File: config.mk
export PLATFORM = sky130hd
export DESIGN_NAME = intc_cause_agg
export DESIGN_NICKNAME = d
export VERILOG_FILES = /design/src/rtl/intc_pkg.sv /design/src/rtl/intc_regport.sv /design/src/rtl/intc_cause_reg.sv /design/src/rtl/intc_irq_out.sv /design/src/rtl/intc_cause_agg.sv
export SDC_FILE = /design/constraint.sdc
export NUM_CORES = 1
export LEC_CHECK = 0
export ABC_AREA = 1
export BUFFER_PORTS_ARGS = -buffer_cell sky130_fd_sc_hd__buf_4
export CAP_MARGIN = 10
export CORE_AREA = 2 2 92 94
export CTS_BUF_LIST = sky130_fd_sc_hd__clkbuf_8
export DETAILED_ROUTE_END_ITERATION = 10
export DIE_AREA = 0 0 94 96
export PLACE_DENSITY_LB_ADDON = 0.25
export SETUP_SLACK_MARGIN = 0.1
export SLEW_MARGIN = 10
export SYNTH_ARGS = -nofsm -noshare
export SYNTH_HDL_FRONTEND = slang
export SYNTH_HIERARCHICAL = 1
export SYNTH_SLANG_ARGS = --single-unit
File: constraint.sdc
create_clock -name clk -period 1.7 [get_ports clk]
set_input_delay 0.17 -clock clk [delete_from_list [all_inputs] [get_ports clk]]
set_output_delay 0.17 -clock clk [all_outputs]
set_load 0.02 [all_outputs]
File: src/rtl/intc_pkg.sv
package intc_pkg;
  localparam int OFS_CAUSE = 'h24;
  localparam int OFS_SET   = 'h60;
  localparam int OFS_CLR   = 'h64;

  typedef struct packed {
    logic set_wr;
    logic clr_wr;
  } intc_wr_t;
endpackage

File: src/rtl/intc_regport.sv
module intc_regport
  import intc_pkg::*;
#(
  parameter int ADDR_W = 8,
  parameter int DATA_W = 32
) (
  input  logic              clk,
  input  logic              rst,
  input  logic              wr_en_i,
  input  logic [ADDR_W-1:0] wr_addr_i,
  input  logic              rd_en_i,
  input  logic [ADDR_W-1:0] rd_addr_i,
  input  logic [DATA_W-1:0] cause_i,
  output intc_wr_t          wr_dec_o,
  output logic [DATA_W-1:0] rd_data_o
);
  localparam logic [ADDR_W-1:0] A_CAUSE = ADDR_W'(OFS_CAUSE);
  localparam logic [ADDR_W-1:0] A_SET   = ADDR_W'(OFS_SET);
  localparam logic [ADDR_W-1:0] A_CLR   = ADDR_W'(OFS_CLR);

  always_comb begin
    wr_dec_o.set_wr = wr_en_i && (wr_addr_i == A_SET);
    wr_dec_o.clr_wr = wr_en_i && (wr_addr_i == A_CLR);
  end

  always_ff @(posedge clk) begin
    if (rst)
      rd_data_o <= '0;
    else if (rd_en_i)
      rd_data_o <= (rd_addr_i == A_CAUSE) ? cause_i : '1;
  end
endmodule

File: src/rtl/intc_cause_reg.sv
module intc_cause_reg #(
  parameter int DATA_W = 32
) (
  input  logic              clk,
  input  logic              rst,
  input  logic [DATA_W-1:0] hw_set_i,
  input  logic [DATA_W-1:0] sw_set_i,
  input  logic [DATA_W-1:0] sw_clr_i,
  output logic [DATA_W-1:0] cause_o,
  output logic              next_nz_o
);
  logic [DATA_W-1:0] nxt;

  for (genvar b = 0; b < DATA_W; b++) begin : g_bit
    // a hardware pulse overrides a clear of the same bit
    assign nxt[b] = hw_set_i[b] | sw_set_i[b] | (cause_o[b] & ~sw_clr_i[b]);

    always_ff @(posedge clk) begin
      if (rst) cause_o[b] <= 1'b0;
      else     cause_o[b] <= nxt[b];
    end
  end

  assign next_nz_o = |nxt;
endmodule

File: src/rtl/intc_irq_out.sv
module intc_irq_out (
  input  logic clk,
  input  logic rst,
  input  logic raise_i,
  input  logic clear_i,
  input  logic next_nz_i,
  input  logic msi_en_i,
  output logic legacy_irq_o,
  output logic msi_req_o
);
  always_ff @(posedge clk) begin
    if (rst) begin
      legacy_irq_o <= 1'b0;
      msi_req_o    <= 1'b0;
    end else begin
      msi_req_o <= raise_i && next_nz_i && msi_en_i;
      if (!msi_en_i) begin
        if (raise_i && next_nz_i)
          legacy_irq_o <= 1'b1;
        else if (clear_i && !next_nz_i)
          legacy_irq_o <= 1'b0;
      end
    end
  end
endmodule

File: src/rtl/intc_cause_agg.sv
module intc_cause_agg
  import intc_pkg::*;
#(
  parameter int ADDR_W   = 8,
  parameter int DATA_W   = 32,
  parameter int CALC_BIT = 0,
  parameter int XFER_BIT = 8
) (
  input  logic              clk,
  input  logic              rst,
  input  logic              wr_en_i,
  input  logic [ADDR_W-1:0] wr_addr_i,
  input  logic [DATA_W-1:0] wr_data_i,
  input  logic              rd_en_i,
  input  logic [ADDR_W-1:0] rd_addr_i,
  output logic [DATA_W-1:0] rd_data_o,
  input  logic              calc_done_i,
  input  logic              xfer_done_i,
  input  logic              msi_en_i,
  output logic              legacy_irq_o,
  output logic              msi_req_o
);
  intc_wr_t          wr_dec;
  logic [DATA_W-1:0] cause_q;
  logic [DATA_W-1:0] hw_set;
  logic              next_nz;

  always_comb begin
    hw_set           = '0;
    hw_set[CALC_BIT] = calc_done_i;
    hw_set[XFER_BIT] = xfer_done_i;
  end

  intc_regport #(.ADDR_W(ADDR_W), .DATA_W(DATA_W)) u_port (
    .clk(clk), .rst(rst),
    .wr_en_i(wr_en_i), .wr_addr_i(wr_addr_i),
    .rd_en_i(rd_en_i), .rd_addr_i(rd_addr_i),
    .cause_i(cause_q), .wr_dec_o(wr_dec), .rd_data_o(rd_data_o)
  );

  intc_cause_reg #(.DATA_W(DATA_W)) u_cause (
    .clk(clk), .rst(rst),
    .hw_set_i(hw_set),
    .sw_set_i(wr_dec.set_wr ? wr_data_i : '0),
    .sw_clr_i(wr_dec.clr_wr ? wr_data_i : '0),
    .cause_o(cause_q), .next_nz_o(next_nz)
  );

  intc_irq_out u_out (
    .clk(clk), .rst(rst),
    .raise_i(wr_dec.set_wr | calc_done_i | xfer_done_i),
    .clear_i(wr_dec.clr_wr),
    .next_nz_i(next_nz), .msi_en_i(msi_en_i),
    .legacy_irq_o(legacy_irq_o), .msi_req_o(msi_req_o)
  );
endmodule

Yosys cells after proc, flatten, opt, wreduce, memory -nomap -nowiden --
Cells that the tools add are included.
Word-level totals: flip-flop bits (word level) 66, input port bits 55, output and inout port bits 34, word-level logic and storage cells 153
Cells by class: equality and inequality tests 3, multiplexer cells 5, bitwise gates (word level) 101, reduce and logical (&&, ||, !) cells 9
Operators by type and width (number):
- 32-bit two-way mux | 3
- 1-bit OR | 36
- 1-bit inverter | 33
- 1-bit AND | 32
- 32-bit OR reduction | 1
- 8-bit by 7-bit == test with 1-bit output (second input constant) | 2
- 8-bit by 6-bit == test with 1-bit output (second input constant) | 1
- 1-bit logical AND | 5
- 1-bit two-way mux | 2
- 2-bit AND reduction | 1
- 2-bit nonzero test | 1
- 1-bit logical NOT | 1

Depth between registers and ports, before layout --
Gate-level depths: netlist (run 1).
word-level depth 11, depth in mapped cells 20, mapped depth without buffers 18

Hierarchy --
Netlist (run 1), hierarchy kept.
By module, submodules not included:
- intc_regport | times used 1, cells an instance 262, area each 1741.7 µm², seq. area each 640.6 µm²
- intc_cause_reg | times used 1, cells an instance 278, area each 1590.3 µm², seq. area each 640.6 µm²
- intc_cause_agg | times used 1, cells an instance 139, area each 570.5 µm², seq. area each 0.0 µm²
- intc_irq_out | times used 1, cells an instance 9, area each 76.3 µm², seq. area each 40.0 µm²

Worst setup path after synthesis (run 1) --
OpenSTA, ideal clock, no wires.
kind input to register, start point input wr_addr_i[5], end point register u_out.legacy_irq_o, library setup time 114 ps, arrival time 1786 ps, required time 1586 ps, setup slack -200 ps, stages on the path 18, buffers on the path 1, cell sequence inv_1 > nor3_1 > nand3_1 > nor2_1 > buf_6 > nand2_1 > inv_1 > nor2_1 > nor2_1 > nand2_1 > nor2_1 > nand2_1 > nor2_1 > nand2_1 > nor2_1 > nand2_1 > nand2_1 > a21oi_2
RTL lines:
- from (decl) | line intc_cause_agg.sv:12 | input logic [ADDR_W-1:0] wr_addr_i,
- to (signal assigned) | line intc_irq_out.sv:13 | legacy_irq_o <= 1'b0;
- to (signal assigned) | line intc_irq_out.sv:19 | legacy_irq_o <= 1'b1;
- to (signal assigned) | line intc_irq_out.sv:21 | legacy_irq_o <= 1'b0;
- to (decl) | line intc_irq_out.sv:8 | output logic legacy_irq_o,

==> results of run 1 <==
-- per-layer routing --
layer | GRT usage, % | up-vias | wire length (um)
li1 | - | 2170 | -
met1 | 28.5 | 1943 | 4700
met2 | 43.8 | 127 | 5650
met3 | 4.07 | 24 | 576
met4 | 11.7 | 0 | 233
met5 | 0 | - | 0
-- cells in the mapped netlist, drive strengths merged --
cell type	n
a21oi	1
buf	23
clkbuf	3
clkinv	38
conb	1
dfxtp	66
inv	156
nand2	153
nand3	34
nand3b	1
nor2	207
nor3	1
o21a	4
-- worst paths after layout --
kind | start | to | slack (ns)
min | msi_en_i | u_out/msi_req_o$_SDFF_PP0_ | 0.09
max reg2reg | u_cause/cause_o[29]$_SDFF_PP0_ | u_out/legacy_irq_o$_SDFFE_PP0P_ | 0.20
min reg2reg | u_out/legacy_irq_o$_SDFFE_PP0P_ | u_out/legacy_irq_o$_SDFFE_PP0P_ | 0.50
max | wr_addr_i[6] | u_out/legacy_irq_o$_SDFFE_PP0P_ | -0.23
-- tightest hold or removal path, delay by kind of cell --
kind                   cells  cell delay [ns]
buffers and inverters      1             0.13
and+or+nand+nor            2             0.10
-- power by group through the flow --
stage          combinational [W]  sequential, W  clock (W)
2_1_floorplan           0.000335        0.00181          0
4_1_cts                 0.000730        0.00172    0.00137
6_report                0.000777        0.00172    0.00134
5_1_grt                 0.000855        0.00173    0.00143
3_3_place_gp            0.000683        0.00175          0
3_5_place_dp            0.000695        0.00175          0
-- cells by family (layout without fill, tap and decap cells) --
kind of cell / count (synthesis) / count (layout) / synth area share (%)
compound gates: 5 / 5 / 0.975
simple gates: 396 / 396 / 41.4
buf+inv: 220 / 344 / 24.3
other cells: 1 / 30 / 0.0942
flops: 66 / 66 / 33.2
-- repair_timing --
item                                    CTS  global route
resized for setup                        40            68
endpoints found under the hold margin     0             0
gates cloned                              2             4
pin swaps                                19            51
setup buffers                             9             7
endpoints found under the setup margin    2             2
-- area by class of cell --
cell class                 count  area (um2)
inverter                     194         737
clock inverter                 6        57.6
timing repair buffer         134        1210
clock buffer                  10         138
tap                          105         131
multi-input combinational    431        2010
sequential                    66        1320
fill                         715        2440
-- flip-flops by register name, indices dropped and copies added, names as in the netlist --
name / count
u_cause/cause_o: 32
u_port/rd_data_o: 32
u_out/legacy_irq_o: 1
u_out/msi_req_o: 1
-- per-stage QoR --
stage	hold WS, ns	setup WS [ns]	utilization, %	total power [W]	std cells
2_1_floorplan	0.232	-0.0416	-	0.00215	717
3_3_place_gp	0.452	-0.428	60.7	0.00243	908
3_5_place_dp	0.458	-0.455	60.7	0.00245	908
4_1_cts	0.0651	-0.00486	66.2	0.00382	935
5_1_grt	0.0934	-0.306	69.7	0.00402	946
6_report	0.0948	-0.233	69.7	0.00383	946
-- placed cells by master, fill, tap and decap left out, types with 2 or more instances in the layout --
master / netlist / final
clkbuf_16: 0 / 3
buf_6: 14 / 9
inv_1: 152 / 137
nand2_1: 150 / 121
nand2_2: 3 / 24
nand2_4: 0 / 8
buf_4: 5 / 113
nor2_1: 192 / 165
nand3_2: 10 / 12
inv_2: 3 / 27
inv_4: 1 / 2
clkinv_2: 0 / 6
conb_1: 1 / 30
nor2_4: 1 / 3
buf_12: 0 / 6
clkbuf_8: 0 / 10
nand3_1: 24 / 22
clkinv_1: 38 / 26
nor2_2: 13 / 38
dfxtp_1: 66 / 66
buf_16: 0 / 2
o21a_1: 4 / 4
==> flow_summary.toml, run 1 <==
[timing]
max_clock_freq_mhz = 517
worstMarginPinSlew_ns = 0.563
skew_ns = 0.00567
relSlewSlack_pct = 62.5
setup_tns_ns = -0.412
period_minus_slack_ns = 1.93
hold_viol = 0
setup_ws_ns = -0.233
slew_violations = 0
rsz0062_at_grt = "true"
setup_viol = 2
finalCritPeriodShare_pct = 114

[worst_setup_path]
cp.required_ns = 1.99
path_delay_family = "simple AND/OR/NAND/NOR gates"
critPathLaunchType = "input pin"
arrival_ns = 2.22
crit_top_cell = "nand2_1"
crit_cells = 20
max_stage_delay_ns = 0.18
worstPathCellList = "buf_6 > nand2_4 > nor3_4 > nand3_2 > buf_6 > nor2_4 > buf_6 > clkbuf_16 > nand2_1 > inv_1 > nor2_1 > o21a_1 > nand2_1 > nor2_1 > nand2_1 > nor2_1 > nand2_1 > buf_4 > nand3b_1 > a21oi_2"
r2r_cells = 11
critPathMaxFanout = 7
worst-path-buf-inv = 6
crit_slowest_cell = "nor3_4"
crit_type = "in -> reg"
end_kind = "register"

[power]
switchingPower_w = 0.00112
p_seq_share_pct = 44.9
p_int_w = 0.00271
power.density_nw_per_um2 = 683
power_switching_share_pct = 29.2
leakagePower_nw = 3.31
vdd_drop_max_mv = 0.467
power_frac_comb_pct = 20.3
clkPwrFrac_pct = 34.8

[synthesis]
synth_cell_types = 23
yosys_warnings = 6
yosysSeqAreaShare_pct = 33.2
avgSynthCellArea_um2 = 5.78
netlist_instances = 688
synth_area_leader_cell = "dfxtp_1"
syn_area_um2 = 3980
synthTopCellsByArea = "dfxtp_1 (33%), nor2_1 (18%), inv_1 (14%)"
synth_top_area_share_pct = 33.2
ys_ff_latch = 66

[die]
rows = 33
core_um2 = 8050
initial_core_util_pct = 49.4
io_pins = 89
die_w_um = 94
design.die.area_um2 = 9020
die_y_um = 96

[cts]
cts_tree = "done"
htreeDepth = 3
clock-sinks = 66
cts_hold_buf = 0
clock_latency_ns = 0.35
cts_buffers = 9
cts_root_buf = "clkbuf_8"
cts.reportedPaths.clkPinSlew_ns = 0.07
cts.path.max_buffers = 2

[global_routing]
antenna_found_initial = 0
grt_pass1_wl_um = 17300
grt_use_total_pct = 24.5
grt_max_degree = 67
grt_pass1_vias = 3973
overflow = 0

[job]
max_cap_violations = 0

[route]
drc_errors = 0
num_vias = 4264
drt_iter0_drc = 156
via_per_inst = 4.51
first_pass_iters = 5
wl_per_cell_um = 11.8
ant_nets = 0
wl_um = 11200

[placement]
hpwlAfterDp_um = 6430
io_buffers = 88
gp_congestion = 0.787
placed_area_um2 = 4880

[run_status]
outcome = "complete, but fails checks"
violations = "setup timing"

[final_layout]
stdcell_area_um2 = 5610
syn_to_final_growth_pct = 41.0
final_layout_size_suffix_gt1_share_pct = 32.0
nNetsFinal = 891
diodes = 0

[hold_path]
hold_class = "in -> reg"
holdPathStages = 3
(Power assumes the default switching activity.)
==> run 2: changes to the inputs <==
==> constraint.sdc (replaced) <==
create_clock -name clk -period 1.7 [get_ports clk]
set_input_delay 0.34 -clock clk [delete_from_list [all_inputs] [get_ports clk]]
set_output_delay 0.34 -clock clk [all_outputs]
set_load 0.02 [all_outputs]
==> flow_summary.toml, run 2 (synthesis gave the netlist of run 1 again) <==
[run_status]
outcome = "complete, but fails checks"
violations = "setup timing"

[cts]
cts_buffers = 9
clock-sinks = 66
cts_tree = "done"
cts.path.max_buffers = 2
cts.reportedPaths.clkPinSlew_ns = 0.07
clock_latency_ns = 0.35
cts_root_buf = "clkbuf_8"
htreeDepth = 3

[timing]
finalCritPeriodShare_pct = 120
hold_ws_ns = 0.282
period_minus_slack_ns = 2.04
rsz0062_at_grt = "true"
skew_ns = 0.00844
max_clock_freq_mhz = 491
setup_ws_ns = -0.338
setup_viol = 2
hold_viol = 0
slew_violations = 0

[worst_setup_path]
critPathLaunchType = "input pin"
arrival_ns = 2.27
r2r_cells = 11
r2r_start = "u_cause/cause_o[19]$_SDFF_PP0_"
max_stage_delay_ns = 0.16
critPathMaxFanout = 7
r2r_slack_ns = 0.24
worst-path-buf-inv = 7
cp.required_ns = 1.93
critical_path.reg2reg.endpoint = "u_out/legacy_irq_o$_SDFFE_PP0P_"
crit_slowest_cell = "nor3_4"
crit_type = "in -> reg"
path_delay_family = "simple AND/OR/NAND/NOR gates"
worstPathCellList = "buf_6 > inv_8 > nor3_4 > nand3_2 > nor2_4 > buf_6 > buf_16 > buf_6 > nand2_1 > inv_1 > nor2_1 > nor2_1 > nand2_1 > nor2_1 > nand2_1 > nor2_1 > nand2_1 > buf_4 > nand3b_1 > a21oi_2"
end_kind = "register"

[final_layout]
final_common_cell = "nor2_1"
top_regs = "u_cause/cause_o: 32 flops, u_port/rd_data_o: 32 flops"
final_layout_size_suffix_gt1_share_pct = 21.5
layout_common_cells = "nor2_1 (186), inv_1 (151), nand2_1 (149)"
syn_to_final_growth_pct = 30.7
diodes = 0
fin_cells = 931
nNetsFinal = 877
num-fill-cells = 760

[placement]
gp_congestion = 0.802
hpwlAfterDp_um = 6810
dp_cells = 904
dp_slack_ns = -0.540
io_buffers = 88

[job]
max_cap_violations = 0

[route]
drt_iter0_drc = 187
via_per_inst = 4.30
first_pass_iters = 7
num_vias = 4002
wl_per_cell_um = 10.6
ant_nets = 0
wl_um = 9830
drc_errors = 0

[global_routing]
antenna_found_initial = 0
grt_max_degree = 50
grt_use_total_pct = 22.7
grt_pass1_vias = 3876
overflow = 0
grt_pass1_wl_um = 16200

[hold_path]
hold_start = "msi_en_i"
min_to = "u_out/msi_req_o$_SDFF_PP0_"
hold_class = "in -> reg"
holdPathStages = 3

[die]
die_w_um = 94
rows = 33
die_y_um = 96
core_um2 = 8050
design.die.area_um2 = 9020
io_pins = 89
initial_core_util_pct = 49.4

[power]
leakagePower_nw = 3.14
vdd_drop_max_mv = 0.402
power.density_nw_per_um2 = 695
run 2: repair_timing:
action | in CTS | in global routing
endpoints found under the setup margin | 2 | 2
buffers inserted | 3 | 8
pin swaps | 0 | 17
gates resized for setup | 6 | 9
cloned | 1 | 0
hold buffers | 0 | 0
run 2: how the worst max path moves through the flow:
stage | from | end | slack, ns | depth (start not counted)
final | wr_addr_i[5] | u_out/legacy_irq_o$_SDFFE_PP0P_ | -0.34 | 20
after global routing | wr_addr_i[5] | u_out/legacy_irq_o$_SDFFE_PP0P_ | -0.45 | 21
after CTS | wr_addr_i[7] | u_out/legacy_irq_o$_SDFFE_PP0P_ | -0.18 | 19
after detailed placement | wr_addr_i[5] | u_out/legacy_irq_o$_SDFFE_PP0P_ | -0.54 | 19
after global placement | wr_addr_i[5] | u_out/legacy_irq_o$_SDFFE_PP0P_ | -0.49 | 19
after floorplan | wr_addr_i[5] | u_out/legacy_irq_o$_SDFFE_PP0P_ | -0.17 | 18
run 2: tightest hold or removal path: stages:
cell and delay [ns]:
buf_4 0.12, nand3_1 0.07, nor2_1 0.05
run 2: metal layers:
metal | wire length, um | track usage [%]
met5 | 0 | 0
met4 | 166 | 9.30
met3 | 471 | 3.29
met2 | 4920 | 42.2
met1 | 4270 | 26.0
run 2: through the flow:
step	instance area (um2)	utilization, %	TNS (ns)	power (W)
floorplan	4120	-	-0.198	0.00215
global placement	4880	60.6	-0.867	0.00243
detailed placement	4880	60.6	-0.951	0.00244
CTS	5110	63.5	-0.216	0.00364
global route	5200	64.6	-0.868	0.00380
finish	5200	64.6	-0.623	0.00361
run 2: area by class of cell:
type                            instances  area, um2  share of cell area (%)
Multi-Input combinational cell        431       1840                    35.4
Sequential cell                        66       1320                    25.4
Timing Repair Buffer                  120        997                    19.2
Inverter                              194        738                    14.2
Clock buffer                           10        138                    2.65
Tap cell                              105        131                    2.53
Clock inverter                          5       31.3                   0.602
run 2: power breakdown:
part / internal (W) / leakage, nW / switching (W)
Clock: 0.000555 / 0.0879 / 0.000630
Sequential: 0.00166 / 0.554 / 0.0000601
Combinational: 0.000316 / 2.50 / 0.000394
==> run 3: changes to the inputs <==
--- a/config.mk
+++ b/config.mk
@@ -5,13 +5,12 @@
 export SDC_FILE = /design/constraint.sdc
 export NUM_CORES = 1
 export LEC_CHECK = 0
-export ABC_AREA = 1
 export BUFFER_PORTS_ARGS = -buffer_cell sky130_fd_sc_hd__buf_4
 export CAP_MARGIN = 10
-export CORE_AREA = 2 2 92 94
+export CORE_AREA = 2 2 85 87
 export CTS_BUF_LIST = sky130_fd_sc_hd__clkbuf_8
 export DETAILED_ROUTE_END_ITERATION = 10
-export DIE_AREA = 0 0 94 96
+export DIE_AREA = 0 0 87 89
 export PLACE_DENSITY_LB_ADDON = 0.25
 export SETUP_SLACK_MARGIN = 0.1
 export SLEW_MARGIN = 10
==> constraint.sdc (replaced) <==
create_clock -name clk -period 1.7 [get_ports clk]
set_input_delay 0.34 -clock clk [delete_from_list [all_inputs] [get_ports clk]]
set_output_delay 0.34 -clock clk [all_outputs]
set_load 0.01 [all_outputs]
==> flow_summary.toml, run 3 <==
[global_routing]
grt_max_degree = 38
grt_pass1_vias = 2934
grt_pass1_wl_um = 13700
antenna_found_initial = 0
overflow = 0
grt_use_total_pct = 22.7

[power]
leakagePower_nw = 1.99
vdd_drop_max_mv = 0.384
power.density_nw_per_um2 = 758
power.total_w = 0.00345

[worst_setup_path]
path_delay_family = "simple AND/OR/NAND/NOR gates"
r2r_slack_ns = 0.20
critPathLaunchType = "input pin"
r2r_start = "u_cause/cause_o[22]$_SDFF_PP0_"
worst-path-buf-inv = 3
max_stage_delay_ns = 0.55
cp.required_ns = 1.91
r2r_cells = 6
arrival_ns = 2.63
end_kind = "register"
crit_slowest_cell = "or4_4"
crit_type = "in -> reg"
critical_path.reg2reg.endpoint = "u_out/legacy_irq_o$_SDFFE_PP0P_"
worstPathCellList = "buf_6 > or4_4 > nor3_4 > buf_6 > buf_16 > and2_4 > nand2b_4 > nand4_1 > nor4_2 > nand4_1 > nor3b_2 > a2111oi_2"
critPathMaxFanout = 8

[run_status]
outcome = "complete, but fails checks"
violations = "setup timing"

[route]
first_pass_iters = 4
via_per_inst = 5.22
drc_errors = 0
wl_um = 8620
drt_iter0_drc = 200
ant_nets = 0
num_vias = 3087
wl_per_cell_um = 14.6

[final_layout]
nNetsFinal = 561
fin_util_pct = 67.8
layout_common_cells = "buf_4 (92), dfxtp_1 (66), nor2_1 (57)"
syn_to_final_growth_pct = 40.1
final_common_cell = "buf_4"
top_regs = "u_cause/cause_o: 32 flops, u_port/rd_data_o: 32 flops"
diodes = 0
final_layout_size_suffix_gt1_share_pct = 31.7

[cts]
cts_root_buf = "clkbuf_8"
cts_buffers = 9
cts_hold_buf = 0
htreeDepth = 3
cts.path.max_buffers = 2
cts.reportedPaths.clkPinSlew_ns = 0.07
clock-sinks = 66
clock_latency_ns = 0.34
cts_tree = "done"

[synthesis]
synth_cell_types = 27
netlist_instances = 383
yosysSeqAreaShare_pct = 40.7
syn_area_um2 = 3250
yosys_most_used_dff = "dfxtp_1"
async_flop_share_pct = 0
ys_ff_latch = 66
synth_common_cells = "dfxtp_1 (66), and2_1 (62), nor2_1 (58)"
synth_area_leader_cell = "dfxtp_1"
synth.most_common_cell = "dfxtp_1"
synth_edf_count = 0
synthTopCellsByArea = "dfxtp_1 (41%), and2_1 (12%), a311oi_1 (8.6%)"
synth_top_area_share_pct = 40.7
yosys_warnings = 6
avgSynthCellArea_um2 = 8.48

[die]
core_um2 = 6720
die_y_um = 89
design.die.area_um2 = 7740
die_w_um = 87
io_pins = 89
rows = 30
initial_core_util_pct = 48.4

[timing]
period_minus_slack_ns = 2.42
setup_ws_ns = -0.718
hold_viol = 0
finalCritPeriodShare_pct = 142
rsz0062_at_grt = "true"
setup_viol = 10
skew_ns = 0.00579
setup_tns_ns = -1.81
slew_violations = 0
max_clock_freq_mhz = 414

[placement]
io_buffers = 88
gp_congestion = 0.805
hpwlAfterDp_um = 5880

[hold_path]
hold_start = "xfer_done_i"
hold_class = "in -> reg"
holdPathStages = 3
min_to = "u_cause/cause_o[8]$_SDFF_PP0_"

[job]
max_cap_violations = 0
[run 3: cell count changes after synthesis, sizes merged, moves of 17 or more]
| cell | previous run | this run |
|---|---|---|
| a21oi | 1 | 32 |
| a311oi | 0 | 32 |
| and2 | 0 | 64 |
| clkinv | 38 | 0 |
| inv | 156 | 2 |
| nand2 | 153 | 0 |
| nand2b | 0 | 33 |
| nand3 | 34 | 0 |
| nand4 | 0 | 17 |
| nor2 | 207 | 65 |
| nor2b | 0 | 32 |
[run 3: through the flow]
step	hold WS [ns]	worst slack, ns	cells	instance area (um2)
final	0.267	-0.718	591	4550
after global placement	0.475	-1.01	568	4170
after CTS	0.258	-0.636	588	4470
after floorplan	0.409	-0.690	412	3390
after detailed placement	0.478	-1.08	568	4170
after global routing	0.270	-0.816	591	4550
[run 3: logic make-up after synthesis]
family / share of synthesized area [%]
buf+inv: 4.62
other cells: 0.115
simple gates: 40.6
flops: 40.7
compound gates: 14.0
[run 3: layout make-up]
| type | count | area [um2] |
|---|---|---|
| Inverter | 2 | 7.51 |
| Clock inverter | 6 | 32.5 |
| Multi-Input combinational cell | 319 | 2010 |
| Sequential cell | 66 | 1320 |
| Clock buffer | 10 | 138 |
| Timing Repair Buffer | 108 | 945 |
| Tap cell | 80 | 100 |
| Fill cell | 547 | 2170 |
[run 3: how the worst max path moves through the flow]
| stage | startpoint | to | slack [ns] | cells past startpoint |
|---|---|---|---|---|
| 6_report | wr_addr_i[4] | u_out/legacy_irq_o$_SDFFE_PP0P_ | -0.72 | 12 |
| 5_1_grt | wr_addr_i[4] | u_out/legacy_irq_o$_SDFFE_PP0P_ | -0.82 | 11 |
| 4_1_cts | wr_addr_i[4] | u_out/legacy_irq_o$_SDFFE_PP0P_ | -0.64 | 12 |
| 3_5_place_dp | wr_addr_i[4] | u_out/legacy_irq_o$_SDFFE_PP0P_ | -1.08 | 11 |
| 3_3_place_gp | wr_addr_i[4] | u_out/legacy_irq_o$_SDFFE_PP0P_ | -1.01 | 11 |
| 2_1_floorplan | wr_addr_i[4] | u_out/legacy_irq_o$_SDFFE_PP0P_ | -0.69 | 10 |
[run 3: per-layer routing]
| metal | vias to the layer above | global-route usage [%] | share of wire [%] |
|---|---|---|---|
| met2 | 79 | 39.0 | 50 |
| met1 | 1457 | 28.6 | 44 |
| met3 | 9 | 3.88 | 4.5 |
| met4 | 0 | 8.52 | 1.2 |
| li1 | 1542 | - | - |
| met5 | - | 0 | 0 |
[run 3: power breakdown]
group	leakage, nW	internal, W	switching (W)
sequential	0.554	0.00166	0.0000653
clock	0.0916	0.000555	0.000606
combinational	1.35	0.000290	0.000275
[run 3: timing repair]
action / 4_1_cts / 5_1_grt
cloned: 2 / 1
setup buffers: 2 / 3
gates resized for setup: 19 / 14
endpoints found under the setup margin: 5 / 34
pin swaps: 8 / 6
[run 3: worst register-to-register path, delay by kind of cell (launching register included)]
| kind | cells | cell delay, ns |
|---|---|---|
| simple gates | 5 | 1.00 |
| flops | 1 | 0.33 |
| compound gates | 1 | 0.05 |
